[config.mk]
export PLATFORM = sky130hd
export DESIGN_NAME = trusted_entry_ctrl
export DESIGN_NICKNAME = d
export VERILOG_FILES = /design/src/rtl/tec_pkg.sv /design/src/rtl/tec_debounce.sv /design/src/rtl/tec_led.sv /design/src/rtl/tec_capture.sv /design/src/rtl/trusted_entry_ctrl.sv
export SDC_FILE = /design/constraint.sdc
export NUM_CORES = 1
export LEC_CHECK = 0
export BUFFER_PORTS_ARGS = -buffer_cell sky130_fd_sc_hd__buf_2
export CAP_MARGIN = 10
export CORE_AREA = 2 2 214 216
export CTS_CLUSTER_DIAMETER = 40
export DETAILED_ROUTE_END_ITERATION = 10
export DIE_AREA = 0 0 216 218
export GPL_TIMING_DRIVEN = 0
export SLEW_MARGIN = 10
export SYNTH_ARGS = -nofsm -noshare
export SYNTH_HDL_FRONTEND = slang
export SYNTH_SLANG_ARGS = --single-unit
export TNS_END_PERCENT = 10
[constraint.sdc]
create_clock -name clk -period 1.55 [get_ports clk]
set_input_delay 0.155 -clock clk [delete_from_list [all_inputs] [get_ports clk]]
set_output_delay 0.155 -clock clk [all_outputs]
set_load 0.01 [all_outputs]
[src/rtl/tec_pkg.sv]
`timescale 1ns/1ps
package tec_pkg;
  typedef enum logic [1:0] {
    ST_IDLE  = 2'd0,
    ST_START = 2'd1,
    ST_CAPT  = 2'd2,
    ST_WAIT  = 2'd3
  } cap_state_t;

  localparam logic [2:0] RGB_RED   = 3'b001;
  localparam logic [2:0] RGB_GREEN = 3'b010;
  localparam logic [2:0] RGB_BLUE  = 3'b100;

  localparam logic [7:0] CODE_CR = 8'h0D;
endpackage

[src/rtl/tec_debounce.sv]
`timescale 1ns/1ps
module tec_debounce #(
  parameter int STABLE_CYCLES = 16
) (
  input  logic clk,
  input  logic rst_n,
  input  logic raw_in,
  output logic press_o
);
  localparam int CW = (STABLE_CYCLES > 1) ? $clog2(STABLE_CYCLES) : 1;
  localparam logic [CW-1:0] LAST = CW'(STABLE_CYCLES - 1);

  logic sync_a, sync_b, level;
  logic [CW-1:0] run;

  always_ff @(posedge clk or negedge rst_n) begin
    if (!rst_n) begin
      sync_a  <= 1'b0;
      sync_b  <= 1'b0;
      level   <= 1'b0;
      run     <= '0;
      press_o <= 1'b0;
    end else begin
      sync_a  <= raw_in;
      sync_b  <= sync_a;
      press_o <= 1'b0;
      if (sync_b == level) begin
        run <= '0;
      end else if (run == LAST) begin
        level   <= sync_b;
        run     <= '0;
        press_o <= sync_b;
      end else begin
        run <= run + CW'(1);
      end
    end
  end
endmodule

[src/rtl/tec_led.sv]
`timescale 1ns/1ps
module tec_led #(
  parameter int         KEY_W      = 128,
  parameter logic [2:0] EMPTY_RGB  = 3'b001,
  parameter logic [2:0] LOADED_RGB = 3'b010
) (
  input  logic [KEY_W-1:0] key_i,
  output logic [2:0]       rgb_o
);
  assign rgb_o = (|key_i) ? LOADED_RGB : EMPTY_RGB;
endmodule

[src/rtl/tec_capture.sv]
`timescale 1ns/1ps
module tec_capture
  import tec_pkg::*;
#(
  parameter int KEY_W  = 128,
  parameter int BYTE_W = 8
) (
  input  logic              clk,
  input  logic              rst_n,
  input  logic              auth_press,
  input  logic              key_valid,
  output logic              key_ready,
  input  logic [BYTE_W-1:0] key_byte,
  output logic              pass_valid,
  input  logic              pass_ready,
  output logic [BYTE_W-1:0] pass_byte,
  output logic              hash_start,
  output logic              hash_byte_valid,
  output logic [BYTE_W-1:0] hash_byte,
  output logic              hash_end,
  input  logic              hash_done,
  input  logic [KEY_W-1:0]  hash_digest,
  output logic [KEY_W-1:0]  user_key
);
  localparam logic [BYTE_W-1:0] END_CODE = BYTE_W'(CODE_CR);

  cap_state_t st;
  logic       got_byte;
  logic       in_idle, in_capt, is_end, take;

  assign in_idle = (st == ST_IDLE);
  assign in_capt = (st == ST_CAPT);
  assign is_end  = (key_byte == END_CODE);
  assign take    = in_capt && !auth_press && key_valid;

  always_comb begin
    key_ready       = in_idle ? pass_ready : (in_capt && !auth_press);
    pass_valid      = in_idle && key_valid;
    pass_byte       = key_byte;
    hash_start      = (st == ST_START);
    hash_byte_valid = take && !is_end;
    hash_byte       = key_byte;
    hash_end        = take && is_end && got_byte;
  end

  always_ff @(posedge clk or negedge rst_n) begin
    if (!rst_n) begin
      st       <= ST_IDLE;
      got_byte <= 1'b0;
      user_key <= '0;
    end else begin
      case (st)
        ST_IDLE: begin
          if (auth_press) begin
            user_key <= '0;
            if (user_key == '0) begin
              st       <= ST_START;
              got_byte <= 1'b0;
            end
          end
        end
        ST_START: st <= auth_press ? ST_IDLE : ST_CAPT;
        ST_CAPT: begin
          if (auth_press) begin
            st <= ST_IDLE;
          end else if (key_valid) begin
            if (is_end) st <= got_byte ? ST_WAIT : ST_IDLE;
            else        got_byte <= 1'b1;
          end
        end
        ST_WAIT: begin
          if (auth_press) begin
            st <= ST_IDLE;
          end else if (hash_done) begin
            user_key <= hash_digest;
            st       <= ST_IDLE;
          end
        end
        default: st <= ST_IDLE;
      endcase
    end
  end
endmodule

[src/rtl/trusted_entry_ctrl.sv]
`timescale 1ns/1ps
module trusted_entry_ctrl
  import tec_pkg::*;
#(
  parameter int DEB_CYCLES = 50000,
  parameter int KEY_W      = 128,
  parameter int BYTE_W     = 8
) (
  input  logic              clk,
  input  logic              rst_n,
  input  logic              btn_dev_raw,
  input  logic              btn_auth_raw,
  input  logic              dev_key_wr,
  input  logic [KEY_W-1:0]  dev_key_wdata,
  output logic [KEY_W-1:0]  dev_key,
  input  logic              key_valid,
  output logic              key_ready,
  input  logic [BYTE_W-1:0] key_byte,
  output logic              pass_valid,
  input  logic              pass_ready,
  output logic [BYTE_W-1:0] pass_byte,
  output logic              hash_start,
  output logic              hash_byte_valid,
  output logic [BYTE_W-1:0] hash_byte,
  output logic              hash_end,
  input  logic              hash_done,
  input  logic [KEY_W-1:0]  hash_digest,
  output logic [KEY_W-1:0]  user_key,
  output logic [2:0]        led_dev,
  output logic [2:0]        led_auth
);
  localparam int N_BTN    = 2;
  localparam int IDX_DEV  = 0;
  localparam int IDX_AUTH = 1;

  logic [N_BTN-1:0] raw_vec, press_vec;
  logic dev_press, auth_press;

  assign raw_vec[IDX_DEV]  = btn_dev_raw;
  assign raw_vec[IDX_AUTH] = btn_auth_raw;

  for (genvar g = 0; g < N_BTN; g++) begin : g_btn
    tec_debounce #(.STABLE_CYCLES(DEB_CYCLES)) u_db (
      .clk     (clk),
      .rst_n   (rst_n),
      .raw_in  (raw_vec[g]),
      .press_o (press_vec[g])
    );
  end

  assign dev_press  = press_vec[IDX_DEV];
  assign auth_press = press_vec[IDX_AUTH];

  always_ff @(posedge clk or negedge rst_n) begin
    if (!rst_n)          dev_key <= '0;
    else if (dev_press)  dev_key <= '0;
    else if (dev_key_wr) dev_key <= dev_key_wdata;
  end

  tec_capture #(.KEY_W(KEY_W), .BYTE_W(BYTE_W)) u_cap (
    .clk             (clk),
    .rst_n           (rst_n),
    .auth_press      (auth_press),
    .key_valid       (key_valid),
    .key_ready       (key_ready),
    .key_byte        (key_byte),
    .pass_valid      (pass_valid),
    .pass_ready      (pass_ready),
    .pass_byte       (pass_byte),
    .hash_start      (hash_start),
    .hash_byte_valid (hash_byte_valid),
    .hash_byte       (hash_byte),
    .hash_end        (hash_end),
    .hash_done       (hash_done),
    .hash_digest     (hash_digest),
    .user_key        (user_key)
  );

  tec_led #(.KEY_W(KEY_W), .EMPTY_RGB(RGB_RED), .LOADED_RGB(RGB_BLUE)) u_led_dev (
    .key_i (dev_key),
    .rgb_o (led_dev)
  );

  tec_led #(.KEY_W(KEY_W), .EMPTY_RGB(RGB_RED), .LOADED_RGB(RGB_GREEN)) u_led_auth (
    .key_i (user_key),
    .rgb_o (led_auth)
  );
endmodule

### Yosys cells after proc, flatten, opt, wreduce, memory -nomap -nowiden

Cells that the tools add are included.

* $add $sub $neg: 2
* equal/unequal tests: 18
* muxes and demuxes: 33
* bitwise gates (word level): 2
* reduce and logical (&&, ||, !) cells: 20

Operator list (count)
* $mux W128: 5
* $pmux W128 S2: 1
* $reduce_or A128 Y1: 2
* $logic_not A128 Y1: 1
* $mux W16: 4
* $add A16 B1 Y16 const B: 2
* $eq A16 B16 Y1 const B: 2
* $mux W2: 10
* $ne A2 B2 Y1 const B: 7
* $mux W1: 10
* $ne A3 B3 Y1 const B: 3
* $eq A8 B4 Y1 const B: 1
* $pmux W2 S4: 1
* $logic_and A1 B1 Y1: 6
* $reduce_and A6 Y1: 1
* $reduce_bool A2 Y1: 3
* $reduce_and A5 Y1: 1
* $eq A2 B2 Y1 const B: 2
* $reduce_and A2 Y1: 2
* $reduce_and A4 Y1: 1
* $mux W3: 1
* $eq A1 B1 Y1: 2
* $eq A2 B1 Y1 const B: 1
* $logic_not A1 Y1: 2
* other kinds (3): 4

* register bits: 299
* bits of input ports: 272
* output and inout bits: 283
* logic and storage cells: 89

### Depth between registers and ports, before layout

Gate-level depths: netlist (run 1).

* depth in word-level cells: 5
* gate-level depth with buffers: 9
* mapped depth without buffers: 6

### Cells and area by module

Synthesis (run 1) repeated with hierarchy kept, for this count alone.

* cell total of the unflattened synthesis: 1332
* area, all modules: 13545.5 um^2

Modules (own cells, without submodules)
* tec_capture: instances 1, cells an instance 646, area each 5723.0 um^2, sequential area each 3278.1 um^2
* trusted_entry_ctrl: instances 1, cells an instance 412, area each 5292.6 um^2, sequential area each 3203.1 um^2
* tec_debounce: instances 2, cells an instance 91, area each 968.4 um^2, sequential area each 500.5 um^2
* tec_led: instances 2, cells an instance 46, area each 296.5 um^2, sequential area each 0.0 um^2

### Least setup slack after synthesis (run 1)

Ideal clock, no wire load.

* path kind: flip-flop to flip-flop
* start point: register u_cap.st[1]
* end point: register u_cap.user_key[100]
* data arrival time: 1.426 ns
* required time: 1.423 ns
* path slack: -0.003 ns
* stages on the path, launching flop included: 10
* buffers on the path: 4
* clock period less this slack: 1.553 ns
* path through: dfrtp_1 > nor2_2 > nand2_2 > a21boi_4 > buf_6 > buf_6 > buf_12 > buf_12 > nand2_2 > o21ai_2

* longest elaborated chain between the ends: 3

Ends and longest elaborated chain
* start, declared: RTL line tec_capture.sv:27 `cap_state_t st;`
* start signal, assigned: RTL line tec_capture.sv:62 `ST_START: st <= auth_press ? ST_IDLE : ST_CAPT;`
* start signal, assigned: RTL line tec_capture.sv:67 `if (is_end) st <= got_byte ? ST_WAIT : ST_IDLE;`
* $eq A2 B2 Y1 or $logic_not A2 Y1 (tied branches): RTL line tec_capture.sv:52 `case (st)`
* $ne A2 B2 Y1 (no source line) or $reduce_bool A2 Y1 (tied branches)
* $reduce_and A4 Y1 (no source line)
* end signal, assigned: RTL line tec_capture.sv:75 `user_key <= hash_digest;`
* end, declared: RTL line tec_capture.sv:23 `output logic [KEY_W-1:0] user_key`

Several ways; a longest one is shown, not always the timed one.
A chain may end at the register's enable or synchronous reset.

### Final worst setup path (run 1)

* start point: register dev_key[68]
* end point: output led_dev[0]

* longest elaborated chain between the ends: 2

Ends and longest elaborated chain
* start, declared: RTL line trusted_entry_ctrl.sv:15 `output logic [KEY_W-1:0] dev_key,`
* start signal, assigned: RTL line trusted_entry_ctrl.sv:57 `else if (dev_key_wr) dev_key <= dev_key_wdata;`
* $reduce_or A128 Y1: RTL line tec_led.sv:10 `assign rgb_o = (|key_i) ? LOADED_RGB : EMPTY_RGB;`
* $mux W3: RTL line tec_led.sv:10
* end, declared: RTL line trusted_entry_ctrl.sv:29 `output logic [2:0] led_dev,`

No other way between the ends.

==> results.yml, run 1 <==
critical_path:
  max_stage_delay_ps: 440
  arrival_ps: 2400
  path_common_cell: "nor4_4"
  cp_slowest_cell: "nor4_4"
  critPathMaxFanout: 2
  cp-start-kind: "register"
  worst_ep_required_time_ps: 1390
  crit_chain: "nor4_4, nand4_1, nor4_4, nand2_2, inv_1, buf_2"
  worstSetupEndpointType: "output pin"
  critPathKind: "register to output pin"
clock_tree:
  cts_root_buf: "clkbuf_16"
  cts.htree.levels: 2
  cts_sinks: 299
  cts_buffer_depth: 3
  cts_tree: "yes"
  insertion_delay_ps: 570
  clkTransAtPathRegs_ps: 60
  cts_inserted_buffers: 54
final_layout:
  final_cell_area_sq_mm: 0.0224
  finalCoreUtilization_pct: 49.8
  nNetsFinal: 2450
  drive_gt1_share_pct: 41.4
  area_growth_pct: 70.7
  fillers: 4011
  final_common_cell: "buf_2"
  mostFrequentLayoutCells: "buf_2 (563), dfrtp_1 (291), dlygate4sd3_1 (261)"
grt:
  grt_pass1_vias: 14000
  grt_start_max_net_pins: 111
  grt_usage_pct: 21.1
  antenna_found_initial: 8
  overflow: 0
  grt_pass1_wl_microns: 78100
synthesis:
  ys_warn_count: 0
  ys.flop_type: "dfrtp_1"
  synthCells: 1267
  ys_seq_area_share_pct: 57.1
  synth_seq_cells: 299
  synth_top_area_share_pct: 57.1
  synth_area_per_cell_sq_um: 10.3
  yosysTopAreaCell: "dfrtp_1"
  async_flop_share_pct: 100
  synth.distinct_cells: 43
  synth_edf_count: 0
  synth_area_leaders: "dfrtp_1 (57%), mux2i_1 (9.9%), nand2_1 (6.7%)"
  syn_area_sq_mm: 0.0131
pwr:
  p_leak_nw: 11.0
  p_per_area_mw_per_mm2: 1030
  peakVddDrop_uv: 847
  power.total_mw: 23.0
sta:
  setup_ws_ps: -1000
  period_share_pct: 165
  hold_viol_final: 0
  tightest_slew_ps: 739
  rsz0062_at_grt: "yes"
  drv_slew: 0
  slew-limit-headroom_pct: 50.7
  clock.fmax_mhz: 392
  fin_hold_ws_ps: 57.0
  setup_viol: 91
  fin_crit_ps: 2550
  skew_ps: 18.7
drt:
  firstDrtPassIters: 5
  routed_via_density: 4.71
  drc: 0
  wire_per_inst_microns: 18.1
  vias: 13300
  routed_wl_microns: 51300
  ant_nets: 0
  drt_iter0_drc: 684
placement:
  finalWeightedCongestion: 0.918
  dpl-instance-area_sq_mm: 0.0167
  portBuffers: 551
  dp_hpwl_microns: 36100
floorplanning:
  coreArea_sq_mm: 0.0449
  die-area_sq_mm: 0.0471
  io_pins: 555
  core.rowCount: 78
  initial_core_util_pct: 29.2
  die_w_microns: 216
  die_h_microns: 218
run:
  max_cap_viol_count: 0
outcome:
  status: "finished, violations left"
  failed_checks: "setup timing"
worst_hold_path:
  hold_class: "input port to register"
==> layer usage <==
metal,GRT usage [%],share of wire [%]
met2,38.1,51
met1,23.8,39
met4,9.27,3.8
met3,4.66,6.6
met5,0,0.031
==> metrics by stage <==
step	setup slack (ps)	std cells	setup TNS, ps
3_5_place_dp	-1400	2421	-44050
5_1_grt	-1080	2828	-23720
3_3_place_gp	-5460	2419	-1657150
4_1_cts	-1110	2816	-14960
2_1_floorplan	10.0	1268	0
6_report	-1000	2830	-13750
==> what timing repair did <==
action / 4_1_cts / 5_1_grt
pin swaps: 31 / 33
cloned: 5 / 2
resized for setup: 168 / 84
hold buffers: 261 / 0
setup endpoints to repair: 227 / 182
buffers inserted: 27 / 4
endpoints found under the hold margin: 345 / 0
==> cell type report <==
class	count	area, sq um	share of cell area [%]
antenna	8	20.0	0.0895
buffer	90	761	3.40
clock buffer	66	1500	6.70
clock inverter	36	398	1.78
inverter	4	15.0	0.0672
multi-input combinational	875	5490	24.5
sequential	299	7490	33.5
tap	600	751	3.36
timing repair buffer	852	5940	26.6
==> state kept, by name, indices dropped and copies added (netlist names) <==
name,flops
dev_key,128
g_btn.u_db.level,2
g_btn.u_db.press_o,2
g_btn.u_db.run,32
g_btn.u_db.sync_a,2
g_btn.u_db.sync_b,2
u_cap.got_byte,1
u_cap.st,2
u_cap.user_key,128
==> synthesized netlist by cell type, types with 2 or more instances <==
master    instances
xor2_1           18
clkbuf_1         34
nor2_2            2
buf_4            19
xnor2_1          12
or2_2             3
buf_12            5
ha_1              2
buf_2            25
nor4_1           69
nand2_1         234
nor2_1          164
o21ai_2          40
clkbuf_2          4
nand4_1          20
mux2i_1         129
nor3_1            7
nand3_1          14
and3_1            8
and2_1            2
dfrtp_1         299
nor3b_1           2
o21ai_0          88
nor2b_1           2
nor4b_1           2
buf_6             2
nand2_2          41
mux2_2            2
inv_1             4
==> final timing paths <==
check,slack (ps),end,startpoint,cells after the start
min in group asynchronous,170,u_cap.user_key[126],rst_n,2
setup / recovery,-1000,led_dev[0],dev_key[68],6
hold / removal,60,dev_key[57],dev_key_wr,3
setup reg to reg,-880,u_cap.got_byte,u_cap.user_key[90],10
max in group asynchronous,320,dev_key[64],rst_n,3
hold reg to reg,350,g_btn[1].u_db.sync_b,g_btn[1].u_db.sync_a,0
==> cells by family after synthesis <==
| kind of cell | Yosys count | synth area share, % |
|---|---|---|
| AO/OA/AOI/OAI | 134 | 6.47 |
| XOR/XNOR | 30 | 2.01 |
| adder cells (fa/ha/maj) | 2 | 0.191 |
| buffers and inverters | 94 | 4.25 |
| flip-flops | 299 | 57.1 |
| multiplexers | 131 | 10.0 |
| other | 1 | 0.0286 |
| AND/OR/NAND/NOR | 576 | 19.9 |
==> power by group <==
part / internal [mW] / leakage [nW] / total, mW / switching (mW)
clock: 7.67 / 0.910 / 12.0 / 4.34
sequential: 8.18 / 3.85 / 8.58 / 0.397
combinational: 1.32 / 6.24 / 2.46 / 1.14
total: 17.2 / 11.0 / 23.0 / 5.88
==> worst max-delay path: cells and delay by family, from the launching register on <==
| kind | cells | cell delay (ps) |
|---|---|---|
| buffers and inverters | 2 | 190 |
| and+or+nand+nor | 4 | 1220 |
| DFF | 1 | 400 |
Power figures use the tool's default switching activity.
==> inputs of run 2 (changes only) <==
--- a/config.mk
+++ b/config.mk
@@ -5,7 +5,7 @@
 export SDC_FILE = /design/constraint.sdc
 export NUM_CORES = 1
 export LEC_CHECK = 0
-export BUFFER_PORTS_ARGS = -buffer_cell sky130_fd_sc_hd__buf_2
+export BUFFER_PORTS_ARGS = -buffer_cell sky130_fd_sc_hd__buf_4
 export CAP_MARGIN = 10
 export CORE_AREA = 2 2 214 216
 export CTS_CLUSTER_DIAMETER = 40
==> run 2 against run 1 <==
Combinational power grew 17%. Sequential share of layout area shrank 2.1 points. Clock skew is essentially flat. Largest power group unchanged. The flow still finishes with violations (setup timing). Utilization grew 3.3 points. Fmax is essentially flat. First-iteration DRC count grew 7.2%.
==> results.yml, run 2 (synthesis results as in run 1) <==
grt:
  grt_pass1_wl_microns: 81000
  grt_usage_pct: 22.0
  grt_pass1_vias: 14000
  antenna_found_initial: 8
  grt_start_max_net_pins: 106
  overflow: 0
final_layout:
  final_common_cell: "buf_4"
  nNetsFinal: 2461
  reg.largest.list: "dev_key x128, u_cap.user_key x128, g_btn.u_db.run x32"
  drive_gt1_share_pct: 42.1
  final_cell_area_sq_mm: 0.0239
  area_growth_pct: 82.2
  mostFrequentLayoutCells: "buf_4 (588), dfrtp_1 (290), dlygate4sd3_1 (261)"
sta:
  fin_hold_ws_ps: 54.5
  tightest_slew_ps: 752
  slew-limit-headroom_pct: 49.8
  setup_ws_ps: -999
  fin_crit_ps: 2550
  skew_ps: 18.8
  rsz0062_at_grt: "yes"
  period_share_pct: 164
  setup_tns_ps: -26680
  clock.fmax_mhz: 392
  drv_slew: 0
  setup_viol: 139
  hold_viol_final: 0
placement:
  portBuffers: 551
  finalWeightedCongestion: 0.904
  dpl-instance-area_sq_mm: 0.0180
  dp_hpwl_microns: 37300
clock_tree:
  clkTransAtPathRegs_ps: 60
  cts_sinks: 299
  cts_tree: "yes"
  cts_root_buf: "clkbuf_16"
  cts_buffer_depth: 3
  cts.htree.levels: 2
  insertion_delay_ps: 580
  cts_inserted_buffers: 53
worst_hold_path:
  hold_path_depth: 3
  hold_class: "input port to register"
drt:
  drc: 0
  firstDrtPassIters: 5
  drt_iter0_drc: 733
  wire_per_inst_microns: 18.7
  ant_nets: 0
  routed_via_density: 4.67
  routed_wl_microns: 53100
  vias: 13300
pwr:
  p_per_area_mw_per_mm2: 965
  peakVddDrop_uv: 715
  p_leak_nw: 11.4
critical_path:
  critPathKind: "register to output pin"
  worstSetupEndpointType: "output pin"
  reg2reg_depth: 10
  worst_ep_required_time_ps: 1390
  critPathMaxFanout: 3
  arrival_ps: 2390
  cp-start-kind: "register"
run:
  max_cap_viol_count: 0
outcome:
  failed_checks: "setup timing"
  status: "finished, violations left"
floorplanning:
  die_h_microns: 218
  die-area_sq_mm: 0.0471
  coreArea_sq_mm: 0.0449
  initial_core_util_pct: 29.2
  core.rowCount: 78
  io_pins: 555
  die_w_microns: 216
[run 2: final cells by class]
type / count / area (sq um)
Fill cell: 3887 / 21000
Tap cell: 600 / 751
Sequential cell: 299 / 7490
Inverter: 4 / 15.0
Clock buffer: 64 / 1410
Clock inverter: 35 / 367
Antenna cell: 8 / 20.0
Timing Repair Buffer: 864 / 7490
Multi-Input combinational cell: 875 / 5530
Buffer: 90 / 790
[run 2: what timing repair did]
action / 4_1_cts / 5_1_grt
endpoints found under the setup margin: 247 / 182
hold buffers: 261 / 0
pin swaps: 26 / 34
gates resized for setup: 195 / 92
endpoints found under the hold margin: 351 / 0
buffers inserted: 29 / 12
gates cloned: 6 / 3
[run 2: worst paths after layout]
path	from	end	slack (ps)
min in group asynchronous	rst_n	u_cap.user_key[123]	200
min	dev_key_wr	dev_key[57]	50
max in group asynchronous	rst_n	dev_key[64]	290
min reg2reg	g_btn[1].u_db.sync_a	g_btn[1].u_db.sync_b	350
max	dev_key[64]	led_dev[0]	-1000
max reg2reg	u_cap.user_key[73]	u_cap.got_byte	-910
[run 2: worst max-delay path: stages, from the launching register on]
cell     delay (ps)
dfrtp_2         450
nor4_2          320
nand4_1         250
nor4_4          460
nand2_2         150
inv_2            80
buf_6            90
[run 2: through the flow]
stage / util [%] / worst slack, ps / std cells / total power [mW]
floorplan: - / 10.0 / 1268 / 9.30
global placement: 40.1 / -2500 / 2419 / 10.8
detailed placement: 40.2 / -1300 / 2421 / 10.9
CTS: 52.1 / -1110 / 2816 / 23.2
global route: 53.1 / -1090 / 2837 / 23.9
finish: 53.1 / -999 / 2839 / 23.0
[run 2: where the power goes]
part           internal [mW]  leakage [nW]  switching [mW]
Sequential              8.18          3.85           0.397
Combinational           1.70          6.69            1.19
Clock                   7.35         0.851            4.20
Total                   17.2          11.4            5.79
[run 2: layer usage]
metal / share of wire (%) / vias up / global-route usage, %
met5: 0.024 / - / 0
met4: 3.3 / 2 / 8.36
met3: 7.2 / 96 / 5.96
met2: 51 / 561 / 38.8
met1: 39 / 6405 / 25.6
li1: - / 6186 / -
==> inputs of run 3 (changes only) <==
--- a/config.mk
+++ b/config.mk
@@ -8,6 +8,7 @@
 export BUFFER_PORTS_ARGS = -buffer_cell sky130_fd_sc_hd__buf_4
 export CAP_MARGIN = 10
 export CORE_AREA = 2 2 214 216
+export CTS_BUF_LIST = sky130_fd_sc_hd__clkbuf_8
 export CTS_CLUSTER_DIAMETER = 40
 export DETAILED_ROUTE_END_ITERATION = 10
 export DIE_AREA = 0 0 216 218
==> run 3 against run 2 <==
The run still ends with setup timing left. Largest power group is now registers. Combinational power hardly changed. Cell count is 0.42% higher. Critical endpoint is now led_auth[0]. Flip-flop and latch count stayed put. Largest cell class unchanged. Critical path type unchanged. Register-to-register slack better by 220 ps.
==> results.yml, run 3 (synthesis results as in run 1) <==
outcome:
  status: "finished, violations left"
  failed_checks: "setup timing"
final_layout:
  drive_gt1_share_pct: 42.6
  final_common_cell: "buf_4"
  area_growth_pct: 78.7
  reg.largest.list: "dev_key x128, u_cap.user_key x128, g_btn.u_db.run x32"
  finalCoreUtilization_pct: 52.1
  mostFrequentLayoutCells: "buf_4 (586), dfrtp_1 (289), dlygate4sd3_1 (269)"
  fillers: 3929
  nNetsFinal: 2473
clock_tree:
  cts_inserted_buffers: 58
  insertion_delay_ps: 640
  cts_root_buf: "clkbuf_8"
  cts.htree.levels: 2
  cts_sinks: 299
  cts_tree: "yes"
  cts_buffer_depth: 3
  clkTransAtPathRegs_ps: 60
drt:
  wire_per_inst_microns: 18.6
  vias: 13300
  ant_nets: 0
  routed_via_density: 4.65
  firstDrtPassIters: 5
  drt_iter0_drc: 748
  routed_wl_microns: 53000
  drc: 0
worst_hold_path:
  hold_class: "input port to asynchronous set/reset pin"
pwr:
  p_per_area_mw_per_mm2: 856
  power.total_mw: 20.0
  peakVddDrop_uv: 600
  p_leak_nw: 11.3
grt:
  use_met2_pct: 38.7
  grt_start_max_net_pins: 106
  antenna_found_initial: 3
  grt_pass1_wl_microns: 80700
  grt_pass1_vias: 14000
  use_met3_pct: 5.36
  overflow: 0
  met1_usage_pct: 25.3
  grt-busiest-layer: "met2"
  grt_usage_pct: 21.9
critical_path:
  critPathKind: "register to output pin"
  path_common_cell: "nor4_4"
  cp_slowest_cell: "nor4_4"
  max_stage_delay_ps: 450
  worst_ep_required_time_ps: 1390
  worstSetupEndpointType: "output pin"
  critPathMaxFanout: 3
  crit_chain: "nor4_4, nand4_1, nor4_4, nand2_2, inv_2, buf_6"
  cp-start-kind: "register"
  arrival_ps: 2470
floorplanning:
  coreArea_sq_mm: 0.0449
  die-area_sq_mm: 0.0471
  die_h_microns: 218
  die_w_microns: 216
  core.rowCount: 78
  io_pins: 555
  initial_core_util_pct: 29.2
placement:
  finalWeightedCongestion: 0.904
  dp_hpwl_microns: 37300
  portBuffers: 551
sta:
  slew-limit-headroom_pct: 50.0
  fin_crit_ps: 2630
  skew_ps: 23.0
  tightest_slew_ps: 750
  fin_hold_ws_ps: 155
  clock.fmax_mhz: 381
  hold_viol_final: 0
  drv_slew: 0
  setup_ws_ps: -1080
  setup_viol: 139
  period_share_pct: 170
  rsz0062_at_grt: "yes"
run:
  max_cap_viol_count: 0
[run 3: changes by cell type in the layout (fill, tap and decap cells not counted), sizes merged]
cell         before  now
dlygate4sd3     261  269
bufinv            5    4
diode             8    3
clkinv           12   17
inv              12   17
clkinvlp         10    3
buf             654  651
clkbuf          103  113
[run 3: metrics by stage]
stage	setup TNS, ps	cells	setup slack, ps	instance area [sq um]
global placement	-766920	2419	-2500	18000
CTS	-30340	2835	-1190	22900
global route	-46430	2849	-1210	23400
finish	-35970	2851	-1080	23400
detailed placement	-44930	2421	-1300	18000
floorplan	0	1268	10.0	13100
[run 3: area by class of cell]
class,count,area [sq um],share of cell area (%)
multi-input combinational,875,5530,23.6
inverter,4,15.0,0.0642
clock buffer,72,991,4.23
clock inverter,37,299,1.28
timing repair buffer,871,7590,32.4
sequential,299,7490,32.0
buffer,90,723,3.09
antenna,3,7.51,0.0321
tap,600,751,3.21
[run 3: critical path, delay by kind of cell, from the launching register on]
family | cells | cell delay, ps
AND/OR/NAND/NOR | 4 | 1230
buffers and inverters | 2 | 180
flip-flops | 1 | 430
[run 3: worst paths after layout]
path	to	start	depth (start not counted)	slack (ps)
worst min register to register	g_btn[0].u_db.sync_b	g_btn[0].u_db.sync_a	0	350
min in group clk	g_btn[0].u_db.sync_a	btn_dev_raw	2	200
worst min-delay path	u_cap.user_key[123]	rst_n	2	150
max in group asynchronous	dev_key[64]	rst_n	3	320
worst max register to register	u_cap.got_byte	u_cap.user_key[7]	7	-690
worst max-delay path	led_auth[0]	u_cap.user_key[7]	6	-1080
[run 3: routing by layer]
metal  wire, microns  up-vias
met5              13        -
met4            1920        2
met3            3800      108
met2           26600      561
met1           20700     6407
li1                -     6188
[run 3: what timing repair did]
action / in CTS / in global routing
resized for setup: 172 / 117
buffers inserted: 32 / 9
hold endpoints to repair: 351 / 0
pin swaps: 31 / 26
gates cloned: 6 / 4
setup endpoints to repair: 253 / 184
hold buffers: 269 / 0
[run 3: where the power goes]
group	internal [mW]	switching (mW)
Combinational	1.73	1.19
Clock	4.91	3.65
Sequential	8.17	0.397
Total	14.8	5.23
